`src/rtl/coh_pkg.sv`:
```
// Shared types for the coherence agent.
// Assumes: nothing; pure type definitions.
package coh_pkg;

    // Per-line coherence record; encoding is visible on qry_state.
    typedef enum logic [1:0] {
        LS_INV   = 2'b00,
        LS_CLEAN = 2'b01,
        LS_DIRTY = 2'b10
    } line_state_e;

    // Local controller sequencing.
    typedef enum logic {
        LC_IDLE = 1'b0,
        LC_OWN  = 1'b1
    } loc_phase_e;

endpackage

```
`src/rtl/coh_tag_store.sv`:
```
// Tag and state storage, one entry per set (direct mapped).
// NRD combinational lookup ports each return the state of the addressed line,
// reporting invalid when the tag differs. One synchronous write port.
// Assumes: callers never need two writes in one cycle.
module coh_tag_store
    import coh_pkg::*;
#(
    parameter int SET_W = 4,
    parameter int TAG_W = 22,
    parameter int NRD   = 3
) (
    input  logic                       clk,
    input  logic                       rst_n,
    input  logic [NRD-1:0][SET_W-1:0]  rd_set,
    input  logic [NRD-1:0][TAG_W-1:0]  rd_tag,
    output logic [NRD-1:0][1:0]        rd_state,
    input  logic                       wr_en,
    input  logic [SET_W-1:0]           wr_set,
    input  logic [TAG_W-1:0]           wr_tag,
    input  line_state_e                wr_state
);

    localparam int NSETS = 1 << SET_W;

    logic [TAG_W-1:0] tag_q   [NSETS];
    line_state_e      state_q [NSETS];

    // Line states: cleared to invalid on reset, written by the update port.
    always_ff @(posedge clk) begin
        if (!rst_n) begin
            for (int i = 0; i < NSETS; i++) state_q[i] <= LS_INV;
        end else if (wr_en) begin
            state_q[wr_set] <= wr_state;
        end
    end

    // Tags: need no reset because an invalid state masks them.
    always_ff @(posedge clk) begin
        if (wr_en) tag_q[wr_set] <= wr_tag;
    end

    // Lookup ports: state of the addressed line, invalid on tag mismatch.
    for (genvar p = 0; p < NRD; p++) begin : g_rd
        always_comb begin
            if (tag_q[rd_set[p]] == rd_tag[p]) rd_state[p] = state_q[rd_set[p]];
            else                               rd_state[p] = LS_INV;
        end
    end

endmodule

```
`src/rtl/coh_snoop_ctl.sv`:
```
// Remote-request handling: classifies each snoop against the local state,
// issues the state change, registers the response one cycle later and
// sequences the intervention beats for dirty hits.
// Assumes: the bus sends no snoop while busy is high.
module coh_snoop_ctl
    import coh_pkg::*;
#(
    parameter int SET_W  = 4,
    parameter int BEATS  = 8,
    parameter int BEAT_W = $clog2(BEATS)
) (
    input  logic              clk,
    input  logic              rst_n,
    input  logic              snp_valid,
    input  logic              snp_write,
    input  logic [SET_W-1:0]  snp_set,
    input  line_state_e       lk_state,
    output logic              upd_en,
    output line_state_e       upd_state,
    output logic              rsp_valid,
    output logic              rsp_hit,
    output logic              rsp_dirty,
    output logic              ivn_valid,
    output logic [BEAT_W-1:0] ivn_beat,
    output logic [SET_W-1:0]  ivn_set,
    output logic              mem_capture,
    output logic              busy
);

    localparam logic [BEAT_W-1:0] LAST_BEAT = BEAT_W'(BEATS - 1);

    logic              held, held_dirty;
    logic              arm_q, act_q, rd_q;
    logic [BEAT_W-1:0] beat_q;
    logic [SET_W-1:0]  set_q;

    // Classification of the current snoop and the resulting state change.
    always_comb begin
        held       = snp_valid && (lk_state != LS_INV);
        held_dirty = held && (lk_state == LS_DIRTY);
        upd_en     = held && (snp_write || held_dirty);
        upd_state  = snp_write ? LS_INV : LS_CLEAN;
    end

    // Response flags, valid the cycle after the request.
    always_ff @(posedge clk) begin
        if (!rst_n) begin
            rsp_valid <= 1'b0;
            rsp_hit   <= 1'b0;
            rsp_dirty <= 1'b0;
        end else begin
            rsp_valid <= snp_valid;
            rsp_hit   <= held;
            rsp_dirty <= held_dirty;
        end
    end

    // Intervention sequencer: arm during the response cycle, then BEATS beats.
    always_ff @(posedge clk) begin
        if (!rst_n) begin
            arm_q  <= 1'b0;
            act_q  <= 1'b0;
            rd_q   <= 1'b0;
            beat_q <= '0;
            set_q  <= '0;
        end else begin
            arm_q <= held_dirty;
            if (held_dirty) begin
                rd_q  <= !snp_write;
                set_q <= snp_set;
            end
            if (arm_q) begin
                act_q  <= 1'b1;
                beat_q <= '0;
            end else if (act_q) begin
                if (beat_q == LAST_BEAT) act_q <= 1'b0;
                else                     beat_q <= beat_q + 1'b1;
            end
        end
    end

    assign ivn_valid   = act_q;
    assign ivn_beat    = beat_q;
    assign ivn_set     = set_q;
    assign mem_capture = act_q && rd_q;
    assign busy        = arm_q || act_q;

endmodule

```
`src/rtl/coh_local_ctl.sv`:
```
// Local core updates: fills install clean lines at once. Writes to a line
// that is not dirty enter an ownership phase that broadcasts write-intent
// and commit the dirty state only on a cycle free of snoop activity.
// Assumes: the core holds loc_valid until loc_ready is seen.
module coh_local_ctl
    import coh_pkg::*;
#(
    parameter int LINE_W = 26
) (
    input  logic              clk,
    input  logic              rst_n,
    input  logic              loc_valid,
    input  logic              loc_write,
    input  logic [LINE_W-1:0] loc_line,
    input  line_state_e       lk_state,
    input  logic              snp_valid,
    input  logic              busy,
    output logic              loc_ready,
    output logic              upd_en,
    output logic [LINE_W-1:0] upd_line,
    output line_state_e       upd_state,
    output logic              bi_valid,
    output logic [LINE_W-1:0] bi_line
);

    loc_phase_e        phase_q;
    logic [LINE_W-1:0] own_q;
    logic              quiet, commit;

    // Acceptance and commit gating: snoop traffic always goes first.
    always_comb begin
        quiet     = !snp_valid && !busy;
        loc_ready = loc_valid && quiet && (phase_q == LC_IDLE);
        commit    = (phase_q == LC_OWN) && quiet;
    end

    // State-update request towards the tag store.
    always_comb begin
        upd_en    = 1'b0;
        upd_line  = loc_line;
        upd_state = LS_CLEAN;
        if (commit) begin
            upd_en    = 1'b1;
            upd_line  = own_q;
            upd_state = LS_DIRTY;
        end else if (loc_ready && !loc_write) begin
            upd_en    = 1'b1;
        end
    end

    // Ownership phase tracking for writes that need a write-intent.
    always_ff @(posedge clk) begin
        if (!rst_n) begin
            phase_q <= LC_IDLE;
            own_q   <= '0;
        end else if (phase_q == LC_IDLE) begin
            if (loc_ready && loc_write && lk_state != LS_DIRTY) begin
                phase_q <= LC_OWN;
                own_q   <= loc_line;
            end
        end else if (commit) begin
            phase_q <= LC_IDLE;
        end
    end

    assign bi_valid = (phase_q == LC_OWN);
    assign bi_line  = own_q;

endmodule

```
`src/rtl/coh_snoop_agent.sv`:
```
// Top of the coherence agent: splits line addresses into set and tag,
// shares one tag store between snoop, local and query lookups, and gives
// snoop state changes priority on the single write port.
// Assumes: line addresses on all ports; bus holds off new snoops while a
// dirty response or intervention is in progress.
module coh_snoop_agent
    import coh_pkg::*;
#(
    parameter int ADDR_W = 32,
    parameter int OFS_W  = 6,
    parameter int SET_W  = 4,
    parameter int BEATS  = 8,
    localparam int LINE_W = ADDR_W - OFS_W,
    localparam int BEAT_W = $clog2(BEATS)
) (
    input  logic              clk,
    input  logic              rst_n,
    input  logic              snp_valid,
    input  logic              snp_write,
    input  logic [LINE_W-1:0] snp_line,
    output logic              rsp_valid,
    output logic              rsp_hit,
    output logic              rsp_dirty,
    output logic              ivn_valid,
    output logic [BEAT_W-1:0] ivn_beat,
    output logic [SET_W-1:0]  ivn_set,
    output logic              mem_capture,
    input  logic              loc_valid,
    input  logic              loc_write,
    input  logic [LINE_W-1:0] loc_line,
    output logic              loc_ready,
    output logic              bi_valid,
    output logic [LINE_W-1:0] bi_line,
    input  logic [LINE_W-1:0] qry_line,
    output logic [1:0]        qry_state
);

    localparam int TAG_W = LINE_W - SET_W;
    localparam int NRD   = 3;
    localparam int P_SNP = 0;
    localparam int P_LOC = 1;
    localparam int P_QRY = 2;

    logic [NRD-1:0][SET_W-1:0] rd_set;
    logic [NRD-1:0][TAG_W-1:0] rd_tag;
    logic [NRD-1:0][1:0]       rd_state;

    logic              s_upd_en, l_upd_en, busy;
    line_state_e       s_upd_state, l_upd_state, wr_state;
    logic [LINE_W-1:0] l_upd_line, wr_line;
    logic              wr_en;

    // Lookup address split for the three read ports.
    always_comb begin
        rd_set[P_SNP] = snp_line[SET_W-1:0];
        rd_tag[P_SNP] = snp_line[LINE_W-1:SET_W];
        rd_set[P_LOC] = loc_line[SET_W-1:0];
        rd_tag[P_LOC] = loc_line[LINE_W-1:SET_W];
        rd_set[P_QRY] = qry_line[SET_W-1:0];
        rd_tag[P_QRY] = qry_line[LINE_W-1:SET_W];
    end

    // Write-port arbitration: snoop changes win over local ones.
    always_comb begin
        wr_en    = s_upd_en || l_upd_en;
        wr_line  = s_upd_en ? snp_line : l_upd_line;
        wr_state = s_upd_en ? s_upd_state : l_upd_state;
    end

    coh_tag_store #(.SET_W(SET_W), .TAG_W(TAG_W), .NRD(NRD)) u_store (
        .clk      (clk),
        .rst_n    (rst_n),
        .rd_set   (rd_set),
        .rd_tag   (rd_tag),
        .rd_state (rd_state),
        .wr_en    (wr_en),
        .wr_set   (wr_line[SET_W-1:0]),
        .wr_tag   (wr_line[LINE_W-1:SET_W]),
        .wr_state (wr_state)
    );

    coh_snoop_ctl #(.SET_W(SET_W), .BEATS(BEATS), .BEAT_W(BEAT_W)) u_snoop (
        .clk         (clk),
        .rst_n       (rst_n),
        .snp_valid   (snp_valid),
        .snp_write   (snp_write),
        .snp_set     (snp_line[SET_W-1:0]),
        .lk_state    (line_state_e'(rd_state[P_SNP])),
        .upd_en      (s_upd_en),
        .upd_state   (s_upd_state),
        .rsp_valid   (rsp_valid),
        .rsp_hit     (rsp_hit),
        .rsp_dirty   (rsp_dirty),
        .ivn_valid   (ivn_valid),
        .ivn_beat    (ivn_beat),
        .ivn_set     (ivn_set),
        .mem_capture (mem_capture),
        .busy        (busy)
    );

    coh_local_ctl #(.LINE_W(LINE_W)) u_local (
        .clk       (clk),
        .rst_n     (rst_n),
        .loc_valid (loc_valid),
        .loc_write (loc_write),
        .loc_line  (loc_line),
        .lk_state  (line_state_e'(rd_state[P_LOC])),
        .snp_valid (snp_valid),
        .busy      (busy),
        .loc_ready (loc_ready),
        .upd_en    (l_upd_en),
        .upd_line  (l_upd_line),
        .upd_state (l_upd_state),
        .bi_valid  (bi_valid),
        .bi_line   (bi_line)
    );

    assign qry_state = rd_state[P_QRY];

endmodule

```
`config.mk`:
```
export PLATFORM = sky130hd
export DESIGN_NAME = coh_snoop_agent
export DESIGN_NICKNAME = d
export VERILOG_FILES = /design/src/rtl/coh_pkg.sv /design/src/rtl/coh_tag_store.sv /design/src/rtl/coh_snoop_ctl.sv /design/src/rtl/coh_local_ctl.sv /design/src/rtl/coh_snoop_agent.sv
export SDC_FILE = /design/constraint.sdc
export NUM_CORES = 1
export LEC_CHECK = 0
export BUFFER_PORTS_ARGS = -buffer_cell sky130_fd_sc_hd__buf_2
export CORE_MARGIN = 5
export CORE_UTILIZATION = 33
export CTS_CLUSTER_SIZE = 28
export DETAILED_ROUTE_END_ITERATION = 10
export PLACE_DENSITY = 0.45
export SLEW_MARGIN = 30
export SYNTH_ARGS = -nofsm -noshare
export SYNTH_HDL_FRONTEND = slang
export SYNTH_SLANG_ARGS = --single-unit
```
`constraint.sdc`:
```
create_clock -name clk -period 9.43 [get_ports clk]
set_clock_uncertainty 0.1 [all_clocks]
set_input_delay 1.4145 -clock clk [delete_from_list [all_inputs] [get_ports clk]]
set_output_delay 1.4145 -clock clk [all_outputs]
set_load 0.05 [all_outputs]
```
After elaboration in Yosys (flattened, before gate mapping)
Memory sizes are Yosys's and may differ from the RTL's.
Cells that the tools add are included.

cells by class
  add/subtract/negate cells = 1
  equal/unequal tests = 6
  mux-type cells = 24
  bitwise operators = 3
  reductions and logical operators = 23

operators with widths
  operator                                                       number
  22-bit equality test                                           3
  26-bit two-way mux                                             2
  1-bit two-way mux                                              15
  2-bit two-way mux                                              6
  1-bit logical AND                                              11
  1-bit logical NOT                                              4
  4-bit two-way mux                                              1
  2-bit AND reduction                                            2
  2-bit OR reduction                                             2
  3-bit by 1-bit adder with 3-bit output, second input constant  1
  3-bit equality test, second input constant                     1
  1-bit logical OR                                               3
  1-bit NOT                                                      3
  2-bit equality test, second input constant                     1
  2-bit != test, second input constant                           1
  2-bit nonzero test                                             1

storage, ports and cells
  register bits after elaboration = 39
  RAM bits = 384
  input bits = 84
  output and inout bits = 42
  logic and storage cells = 68
  memories kept = 2

memories
  name             depth  width  rd ports  clocked after Yosys merged registers in  write ports  RTL line             source
  u_store.tag_q    16     22     3         0                                        1            coh_tag_store.sv:25  logic [TAG_W-1:0] tag_q [NSETS];
  u_store.state_q  16     2      3         0                                        16           coh_tag_store.sv:26  line_state_e state_q [NSETS];

Logic depth before layout (Yosys ltp)
Gate-level depths: netlist of run 1.

  depth after elaboration = 14
  gate-level depth with buffers = 15
  gate-level depth less buffers = 9

By module
Synthesis of run 1 repeated with hierarchy kept, for this count alone.

second synthesis, totals
  cell total of the unflattened synthesis = 1471
  area total of the unflattened synthesis = 24428.4 µm²

by module, submodules not included
  module           times used  cells each  area an instance (µm²)  sequential area each (µm²)
  coh_tag_store    1           1232        22092.4                 11531.1
  coh_local_ctl    1           154         1468.9                  540.5
  coh_snoop_ctl    1           53          484.2                   240.2
  coh_snoop_agent  1           32          382.9                   0.0

Worst setup path before layout of run 1
OpenSTA, ideal clock, no wires.

  kind = input-to-output
  start = input qry_line[0]
  end = output qry_state[0]
  data arrival time = 4.957 ns
  required time = 7.916 ns
  path slack = 2.959 ns
  stages on the path = 9
  buffers on the path = 4
  cell sequence = clkbuf_1 > clkbuf_1 > buf_1 > buf_2 > mux4_2 > mux4_2 > xnor2_1 > nand4_1 > nor2b_1

between the ends
  longest elaborated chain between the ends = 3
  elaborated cells between the ends (all ways) = 4
  classes of those cells = 1 x eq/ne; 1 x mux; 2 x memory

ends and longest elaborated chain
  item                     RTL line               source
  start, declared          coh_snoop_agent.sv:34  input logic [LINE_W-1:0] qry_line,
  memory read 16 x 22 bit  n/a
  22-bit equality test     coh_tag_store.sv:45    if (tag_q[rd_set[p]] == rd_tag[p]) rd_state[p] = state_q[rd_set[p]];
  2-bit two-way mux *      coh_tag_store.sv:45
  end, declared            coh_snoop_agent.sv:35  output logic [1:0] qry_state

Mark *: on every way between the ends. The rest lies on a longest branch, timed or not.

Worst setup path after layout of run 1
Same ends and word-level chain as after synthesis.

==> impl_metrics.tcl, run 1 <==
set metrics [dict create \
    via_per_inst 6.02 \
    place_hpwl_mm 57.7 \
    io_pins 126 \
    cts_buffers 52 \
    cts-root-buf "clkbuf_16" \
    cts.sinks 423 \
    drcViolationCount 0 \
    grt_pass1_wl_mm 122 \
    required_ps 7920 \
    drtPass1Iterations 5 \
    use_met2_pct 35.1 \
    rows 99 \
    period_share_pct 75.1 \
    reg2reg_depth 11 \
    track_usage_pct 21.7 \
    post-route-min-period_ps 7080 \
    gp_congestion 0.860 \
    cp-start-kind "input port" \
    arrival_ps 5560 \
    max_freq_mhz 141 \
    synth_edf_count 384 \
    p_leak_uw 0.00939 \
    drt_wl_total_mm 87.0 \
    synth_ff_type "edfxtp_1" \
    grt_max_degree 72 \
    synth_nets 1573 \
    clk_pin_slew_worst_paths_ps 50 \
    detail-route-antenna-nets 0 \
    ys_ff_latch 423 \
    clock_path_buffers 3 \
    finalSetupViolations 0 \
    min_path_cells 2 \
    async_flop_share_pct 0 \
    yosys_warnings 0 \
    cts_resized 0 \
    initial_core_util_pct 33.2 \
    grt_overflow 0 \
    synth_seq_area_share_pct 51.1 \
    worst_slew_pin_slew_ps 992 \
    setup_slack_ps 2350 \
    nNetsFinal 1675 \
    areaGrowthSynthToFinish_pct 14.7 \
    post_cts_buffers 0 \
    dieHeight_um 280 \
    placed_cell_area_mm2 0.0258 \
    rsz0062_at_grt "no" \
    cts.hold.buffers_added 0 \
    cp_max_fo 54 \
    busiest_layer "met2" \
    cts_tree "yes" \
    wl_per_cell_um 33.6 \
    grt_pass1_vias 15914 \
    htreeDepth 2 \
    die_area_mm2 0.0786 \
    drive_gt1_share_pct 35.5 \
    antenna_found_initial 3 \
    via_count 15592 \
    drt_iter0_drc 1731 \
    cap_violations 0 \
    use_met1_pct 30.6 \
    layout_common_cells "edfxtp_1, mux4_2, buf_2" \
    die_x_um 280 \
    status "finished clean" \
    coreArea_mm2 0.0727 \
    yosysUniqueCellTypes 72 \
    dp_worst_setup_slack_ps 2140 \
    final_hold_viol_count 0 \
    hold-worst-slack_ps 372 \
    relSlewSlack_pct 33.9 \
    report.final.slew_viol_count 0 \
    hp-class "register to register" \
    power_density_mw_per_mm2 174 \
    worstSetupPathType "input port to output port" \
    cp-end-kind "output port" \
    met3_usage_pct 3.59 \
    synth_area_mm2 0.0241 \
    insertion_delay_ps 620 \
    final_common_cell "edfxtp_1" \
    n_fill_cell 6703 \
    power_uw 4800 \
    post_synth.cell_area_avg_um2 16.2 \
    io_buffers 125 \
    final_area_mm2 0.0276 \
    fin_setup_tns_ps 0 \
    netlist_instances 1487 \
    vdd_drop_max_mv 0.107 \
]
[metal layers]
layer	vias up	part of all wire (%)
li1	6407	-
met1	8385	43
met2	679	48
met3	121	6.4
met4	0	2.9
met5	-	0
[Yosys cell counts, drive strengths merged (2+ instances only)]
cell     count  share of area (%)
and3         6               0.16
dfxtp       39                3.2
mux4       298                 28
a22oi       15               0.47
o22ai        2              0.052
o21ai       38               0.79
or3          5               0.13
a221oi       9               0.33
inv         30               0.47
a211oi       3              0.093
o2111ai      2              0.073
or2          2              0.052
edfxtp     384                 48
clkbuf      44               0.70
xor2        38                1.4
a31oi       10               0.36
a21o        25               0.78
o21a         4               0.12
o31ai        3              0.093
nor2b       17               0.44
ha           2               0.10
a32oi       11               0.40
a22o        29                1.1
nor3b        2              0.062
mux2i      101                4.2
and2         6               0.16
nand4b       2              0.073
nor2        69                1.1
xnor2       49                1.8
nand4        8               0.21
nand2       58               0.90
nor3         6               0.12
nand2b       5               0.13
o211a        4               0.17
a21boi       6               0.19
nand3       41               0.90
buf         77                1.8
nor4        10               0.41
a21oi        8               0.17
[critical path: stages]
cell	delay [ps]
buf_6	650
buf_4	370
mux4_2	540
mux4_2	480
xnor2_1	280
nand4_1	340
nor4_1	560
nand4_1	380
nor2b_1	210
buf_2	280
[path summary, 6_finish.rpt]
kind,startpoint,to,slack [ps]
max,qry_line[0],qry_state[0],2350
min,u_local.bi_line[7],u_local.bi_line[7],370
max reg2reg,u_store.tag_q[13][4],u_store.tag_q[13][19],4080
min reg2reg,u_local.bi_line[7],u_local.bi_line[7],370
[kinds of logic (layout without fill, tap and decap cells)]
logic type / count (synthesis) / count (layout) / share of synthesized area [%]
and+or+nand+nor: 243 / 243 / 5.05
xor gates and xnor gates: 87 / 87 / 3.16
adders and majority gates: 2 / 2 / 0.104
other: 0 / 1 / 0
AOI/OAI and AO/OA: 181 / 181 / 5.57
DFF: 423 / 423 / 51.1
buffers and inverters: 151 / 296 / 2.95
muxes: 400 / 400 / 32.1
[state kept, by name, indices dropped and copies added (netlist names)]
signal / flops
u_snoop.rsp_valid: 1
u_snoop.ivn_beat: 3
u_snoop.rd_q: 1
u_local.bi_line: 26
u_local.bi_valid: 1
u_snoop.ivn_set: 4
u_store.tag_q: 352
u_store.state_q: 32
u_snoop.ivn_valid: 1
u_snoop.rsp_dirty: 1
u_snoop.rsp_hit: 1
[stage by stage]
| stage | utilization, % | std cells |
|---|---|---|
| after floorplan | - | 1487 |
| after global placement | 35.4 | 2492 |
| after global routing | 38.0 | 2591 |
| after CTS | 38.0 | 2591 |
| after detailed placement | 35.5 | 2494 |
| final | 38.0 | 2592 |
[cell type report]
class / count / area (um^2) / share of cell area [%]
Antenna cell: 1 / 2.50 / 0.00905
Clock buffer: 54 / 1310 / 4.73
Clock inverter: 43 / 512 / 1.85
Inverter: 30 / 113 / 0.407
Multi-Input combinational cell: 913 / 11200 / 40.3
Sequential cell: 423 / 12300 / 44.5
Tap cell: 959 / 1200 / 4.34
Timing Repair Buffer: 169 / 1040 / 3.78
[power breakdown]
group,switching (uW),internal [uW],leakage (uW),total (uW)
Clock,848,1310,0.000890,2160
Combinational,339,227,0.00468,565
Sequential,14.6,2070,0.00382,2080
Total,1200,3600,0.00939,4800
(Power assumes the default switching activity.)
==> run 2: changes to the inputs <==
--- a/config.mk
+++ b/config.mk
@@ -10,7 +10,7 @@
 export CORE_UTILIZATION = 33
 export CTS_CLUSTER_SIZE = 28
 export DETAILED_ROUTE_END_ITERATION = 10
-export PLACE_DENSITY = 0.45
+export PLACE_DENSITY = 0.47
 export SLEW_MARGIN = 30
 export SYNTH_ARGS = -nofsm -noshare
 export SYNTH_HDL_FRONTEND = slang
==> constraint.sdc (replaced) <==
create_clock -name clk -period 6.05 [get_ports clk]
set_clock_uncertainty 0.1 [all_clocks]
set_input_delay 0.9075 -clock clk [delete_from_list [all_inputs] [get_ports clk]]
set_output_delay 0.9075 -clock clk [all_outputs]
set_load 0.05 [all_outputs]
==> impl_metrics.tcl, run 2 (synthesized netlist as in run 1, its figures left out) <==
set metrics [dict create \
    n_antenna_cell 0 \
    grt_pass1_vias 16162 \
    final_core_util_pct 38.7 \
    die_x_um 280 \
    fin_cells 2637 \
    die_area_mm2 0.0786 \
    dp_worst_setup_slack_ps -196 \
    clock_path_buffers 3 \
    worstSetupPathType "input port to output port" \
    antenna_found_initial 0 \
    via_per_inst 6.08 \
    place_hpwl_mm 59.6 \
    arrival_ps 4890 \
    post_cts_buffers 0 \
    p_clk_share_pct 43.6 \
    coreArea_mm2 0.0727 \
    status "finished clean" \
    initial_core_util_pct 33.2 \
    finalSetupViolations 0 \
    regMostFlops "u_store.tag_q" \
    largest_reg_flops 352 \
    seqPwrFrac_pct 44.0 \
    setup_slack_ps 152 \
    nNetsFinal 1721 \
    p_int_uw 5520 \
    slowest_stage "mux4_2" \
    final_area_mm2 0.0281 \
    drtPass1Iterations 5 \
    max_freq_mhz 170 \
    cp-start-kind "input port" \
    post-route-min-period_ps 5900 \
    power_frac_comb_pct 12.3 \
    grt_overflow 0 \
    track_usage_pct 21.8 \
    rsz0062_at_grt "no" \
    sw_frac_of_total_pct 25.1 \
    cts-root-buf "clkbuf_16" \
    placed_cell_area_mm2 0.0264 \
    p_leak_uw 0.00967 \
    final_common_cell "edfxtp_1" \
    dieHeight_um 280 \
    clk_pin_slew_worst_paths_ps 60 \
    max_stage_delay_ps 570 \
    placed_cells_incl_taps 2541 \
    areaGrowthSynthToFinish_pct 16.7 \
    grt_pass1_wl_mm 123 \
    power_uw 7360 \
    via_count 16023 \
    drcViolationCount 0 \
    vdd_drop_max_mv 0.207 \
    drt_iter0_drc 1860 \
    worst_slew_pin_slew_ps 960 \
    rows 99 \
    cts_tree "yes" \
    hp-class "register to register" \
    layout_common_cells "edfxtp_1, mux4_2, buf_2" \
    power_density_mw_per_mm2 262 \
    drive_gt1_share_pct 36.5 \
    critPathTopFamily "simple AND/OR/NAND/NOR gates" \
    cap_violations 0 \
    cp_max_fo 37 \
    cts.sinks 423 \
    io_buffers 125 \
    required_ps 5040 \
    report.final.slew_viol_count 0 \
    wl_per_cell_um 33.2 \
    relSlewSlack_pct 35.4 \
    insertion_delay_ps 620 \
    cp-end-kind "output port" \
    drt_wl_total_mm 87.6 \
    power.switching_uw 1840 \
    final_hold_viol_count 0 \
    grt_max_degree 56 \
    critical_path.cell_chain "buf_6 -> buf_12 -> mux4_2 -> mux4_2 -> xnor2_1 -> nand4_1 -> nor4_4 -> nand4_1 -> nor2b_1 -> buf_2" \
    worst-path-buf-inv 3 \
    cts_buffers 51 \
    io_pins 126 \
    htreeDepth 2 \
    detail-route-antenna-nets 0 \
    period_share_pct 97.5 \
    gp_congestion 0.872 \
]
==> run 2: changes by cell type in the layout (fill, tap and decap cells not counted), moves of 2 or more <==
cell | previous run | this run
clkinv_2 | 16 | 10
inv_2 | 3 | 1
buf_12 | 2 | 19
buf_4 | 47 | 78
clkbuf_1 | 2 | 11
inv_1 | 25 | 29
clkinvlp_4 | 5 | 3
bufinv_16 | 11 | 8
==> run 2: power by group through the flow <==
| stage | registers [uW] | clock network (uW) | logic [uW] |
|---|---|---|---|
| after CTS | 3240 | 3280 | 910 |
| after global placement | 3300 | 0 | 906 |
| final | 3240 | 3210 | 908 |
| after floorplan | 3310 | 0 | 556 |
| after global routing | 3240 | 3390 | 954 |
| after detailed placement | 3300 | 0 | 908 |
==> run 2: final cells by class <==
class | count | area [um^2]
clock buffer | 63 | 1340
clock inverter | 33 | 400
fill | 6680 | 44600
inverter | 30 | 113
multi-input combinational | 913 | 11200
sequential | 423 | 12300
tap | 959 | 1200
timing repair buffer | 216 | 1600
==> run 2: per-stage QoR <==
| stage | TNS, ps | hold slack (ps) |
|---|---|---|
| floorplan | 0 | 374 |
| global placement | -325 | 361 |
| detailed placement | -371 | 375 |
| CTS | 0 | 382 |
| global route | 0 | 403 |
| finish | 0 | 377 |
==> run 2: worst min-delay path, cell delays in order (launching register included) <==
cell     delay, ps
dfxtp_1        320
nand2_1         50
o21ai_0         60
==> run 2: path summary, 6_finish.rpt <==
path | cells past startpoint | start | end | slack [ps]
setup / recovery | 10 | qry_line[0] | qry_state[0] | 150
hold / removal | 2 | u_local.bi_line[6] | u_local.bi_line[6] | 380
setup reg to reg | 9 | u_store.tag_q[11][2] | u_local.bi_line[21] | 1780
hold reg to reg | 2 | u_local.bi_line[6] | u_local.bi_line[6] | 380
==> run 2: layer usage <==
metal / vias to the layer above / track usage (%) / wire (um)
met5: - / 0 / 0
met4: 0 / 5.89 / 2470
met3: 139 / 3.39 / 6090
met2: 807 / 35.0 / 40900
met1: 8567 / 31.2 / 38100
li1: 6510 / - / -
==> run 2: repair_timing <==
action / in CTS / in global routing
setup endpoints to repair: 2 / 2
pin swaps: 0 / 1
hold buffers: 0 / 0
gates resized for setup: 1 / 1
==> run 3: changes to the inputs <==
--- a/config.mk
+++ b/config.mk
@@ -6,11 +6,12 @@
 export NUM_CORES = 1
 export LEC_CHECK = 0
 export BUFFER_PORTS_ARGS = -buffer_cell sky130_fd_sc_hd__buf_2
+export CAP_MARGIN = 20
 export CORE_MARGIN = 5
 export CORE_UTILIZATION = 33
 export CTS_CLUSTER_SIZE = 28
 export DETAILED_ROUTE_END_ITERATION = 10
-export PLACE_DENSITY = 0.47
+export PLACE_DENSITY = 0.45
 export SLEW_MARGIN = 30
 export SYNTH_ARGS = -nofsm -noshare
 export SYNTH_HDL_FRONTEND = slang
==> constraint.sdc (replaced) <==
create_clock -name clk -period 6.85 [get_ports clk]
set_clock_uncertainty 0.1 [all_clocks]
set_input_delay 1.0275 -clock clk [delete_from_list [all_inputs] [get_ports clk]]
set_output_delay 1.0275 -clock clk [all_outputs]
set_load 0.05 [all_outputs]
==> impl_metrics.tcl, run 3 (synthesized netlist as in run 1, its figures left out) <==
set metrics [dict create \
    status "finished clean" \
    hp-start "u_local.bi_line[18]" \
    coreArea_mm2 0.0727 \
    arrival_ps 5220 \
    cts_tree "yes" \
    nNetsFinal 1707 \
    reg2reg_depth 10 \
    grt_max_degree 61 \
    insertion_delay_ps 610 \
    regMostFlops "u_store.tag_q" \
    post-route-min-period_ps 6340 \
    report.final.slew_viol_count 0 \
    drt_iter0_drc 1738 \
    cp_max_fo 38 \
    io_pins 126 \
    final_area_mm2 0.0279 \
    layout_common_cells "edfxtp_1, mux4_2, buf_2" \
    cts-root-buf "clkbuf_16" \
    drt_wl_total_mm 88.8 \
    htreeDepth 2 \
    place_hpwl_mm 59.0 \
    worstSetupPathType "input port to output port" \
    final_common_cell "edfxtp_1" \
    hp-class "register to register" \
    max_freq_mhz 158 \
    fin_setup_tns_ps 0 \
    detail-route-antenna-nets 0 \
    antenna_found_initial 0 \
    rsz0062_at_grt "no" \
    grt_pass1_vias 16078 \
    drcViolationCount 0 \
    cp-start-kind "input port" \
    dieHeight_um 280 \
    die_x_um 280 \
    p_leak_uw 0.00952 \
    clock_path_buffers 3 \
    drive_gt1_share_pct 36.6 \
    gp_congestion 0.869 \
    grt_pass1_wl_mm 125 \
    finalSetupViolations 0 \
    vdd_drop_max_mv 0.197 \
    initial_core_util_pct 33.2 \
    relSlewSlack_pct 36.5 \
    startpoint "qry_line[0]" \
    cts.sinks 423 \
    areaGrowthSynthToFinish_pct 15.6 \
    n_antenna_cell 0 \
    via_per_inst 6.07 \
    min_path_cells 2 \
    period_share_pct 92.6 \
    placed_cell_area_mm2 0.0262 \
    die_area_mm2 0.0786 \
    io_buffers 125 \
    cp-end-kind "output port" \
    track_usage_pct 22.2 \
    rows 99 \
    drtPass1Iterations 5 \
    r2r-start "u_store.tag_q[13][4]" \
    cts_buffers 50 \
    final_hold_viol_count 0 \
    wl_per_cell_um 33.9 \
    cap_violations 0 \
    grt_overflow 0 \
    power_density_mw_per_mm2 227 \
    largest_reg_flops 352 \
    via_count 15910 \
    clk_pin_slew_worst_paths_ps 60 \
    worst_slew_pin_slew_ps 953 \
    required_ps 5720 \
]
[run 3: through the flow]
| stage | std cells | hold slack (ps) | power [uW] | util (%) | worst slack [ps] |
|---|---|---|---|---|---|
| 2_1_floorplan | 1487 | 374 | 3420 | - | 1010 |
| 3_3_place_gp | 2527 | 364 | 3710 | 36.0 | 173 |
| 3_5_place_dp | 2528 | 370 | 3710 | 36.1 | 160 |
| 4_1_cts | 2620 | 380 | 6400 | 38.3 | 139 |
| 5_1_grt | 2620 | 400 | 6560 | 38.3 | 187 |
| 6_report | 2620 | 376 | 6340 | 38.3 | 506 |
[run 3: layer usage]
layer  share of wire (%)  vias up  track usage [%]
met2                  49      836             37.8
met4                 2.5        0             5.19
met1                  40     8509             30.1
met3                 7.8      110             3.94
li1                    -     6455                -
met5                   0        -                0
[run 3: path summary, 6_finish.rpt]
check / to / slack, ps
setup / recovery: qry_state[1] / 510
hold / removal: u_local.bi_line[18] / 380
setup reg to reg: u_store.tag_q[2][4] / 1930
hold reg to reg: u_local.bi_line[18] / 380
[run 3: cell type report]
type | count | area, um^2
clock buffer | 66 | 1410
clock inverter | 26 | 238
fill | 6709 | 44800
inverter | 30 | 113
multi-input combinational | 913 | 11200
sequential | 423 | 12300
tap | 959 | 1200
timing repair buffer | 203 | 1440
[run 3: where the power goes]
| group | switching [uW] | internal, uW |
|---|---|---|
| Combinational | 466 | 324 |
| Clock | 1120 | 1560 |
| Sequential | 21.2 | 2840 |
[run 3: repair_timing]
| item | 4_1_cts | 5_1_grt |
|---|---|---|
| hold buffers | 0 | 0 |
| setup buffers | 0 | 0 |
| hold endpoints to repair | 0 | 0 |
| gates resized for setup | 0 | 1 |
| setup endpoints to repair | 0 | 2 |
[run 3: critical path: stages]
cell and delay, ps:
buf_6 460, buf_4 550, mux4_2 570, mux4_2 480
xnor2_1 490, nand4_1 220, nor4_2 530, nand4_1 330
nor2b_1 210, buf_2 280
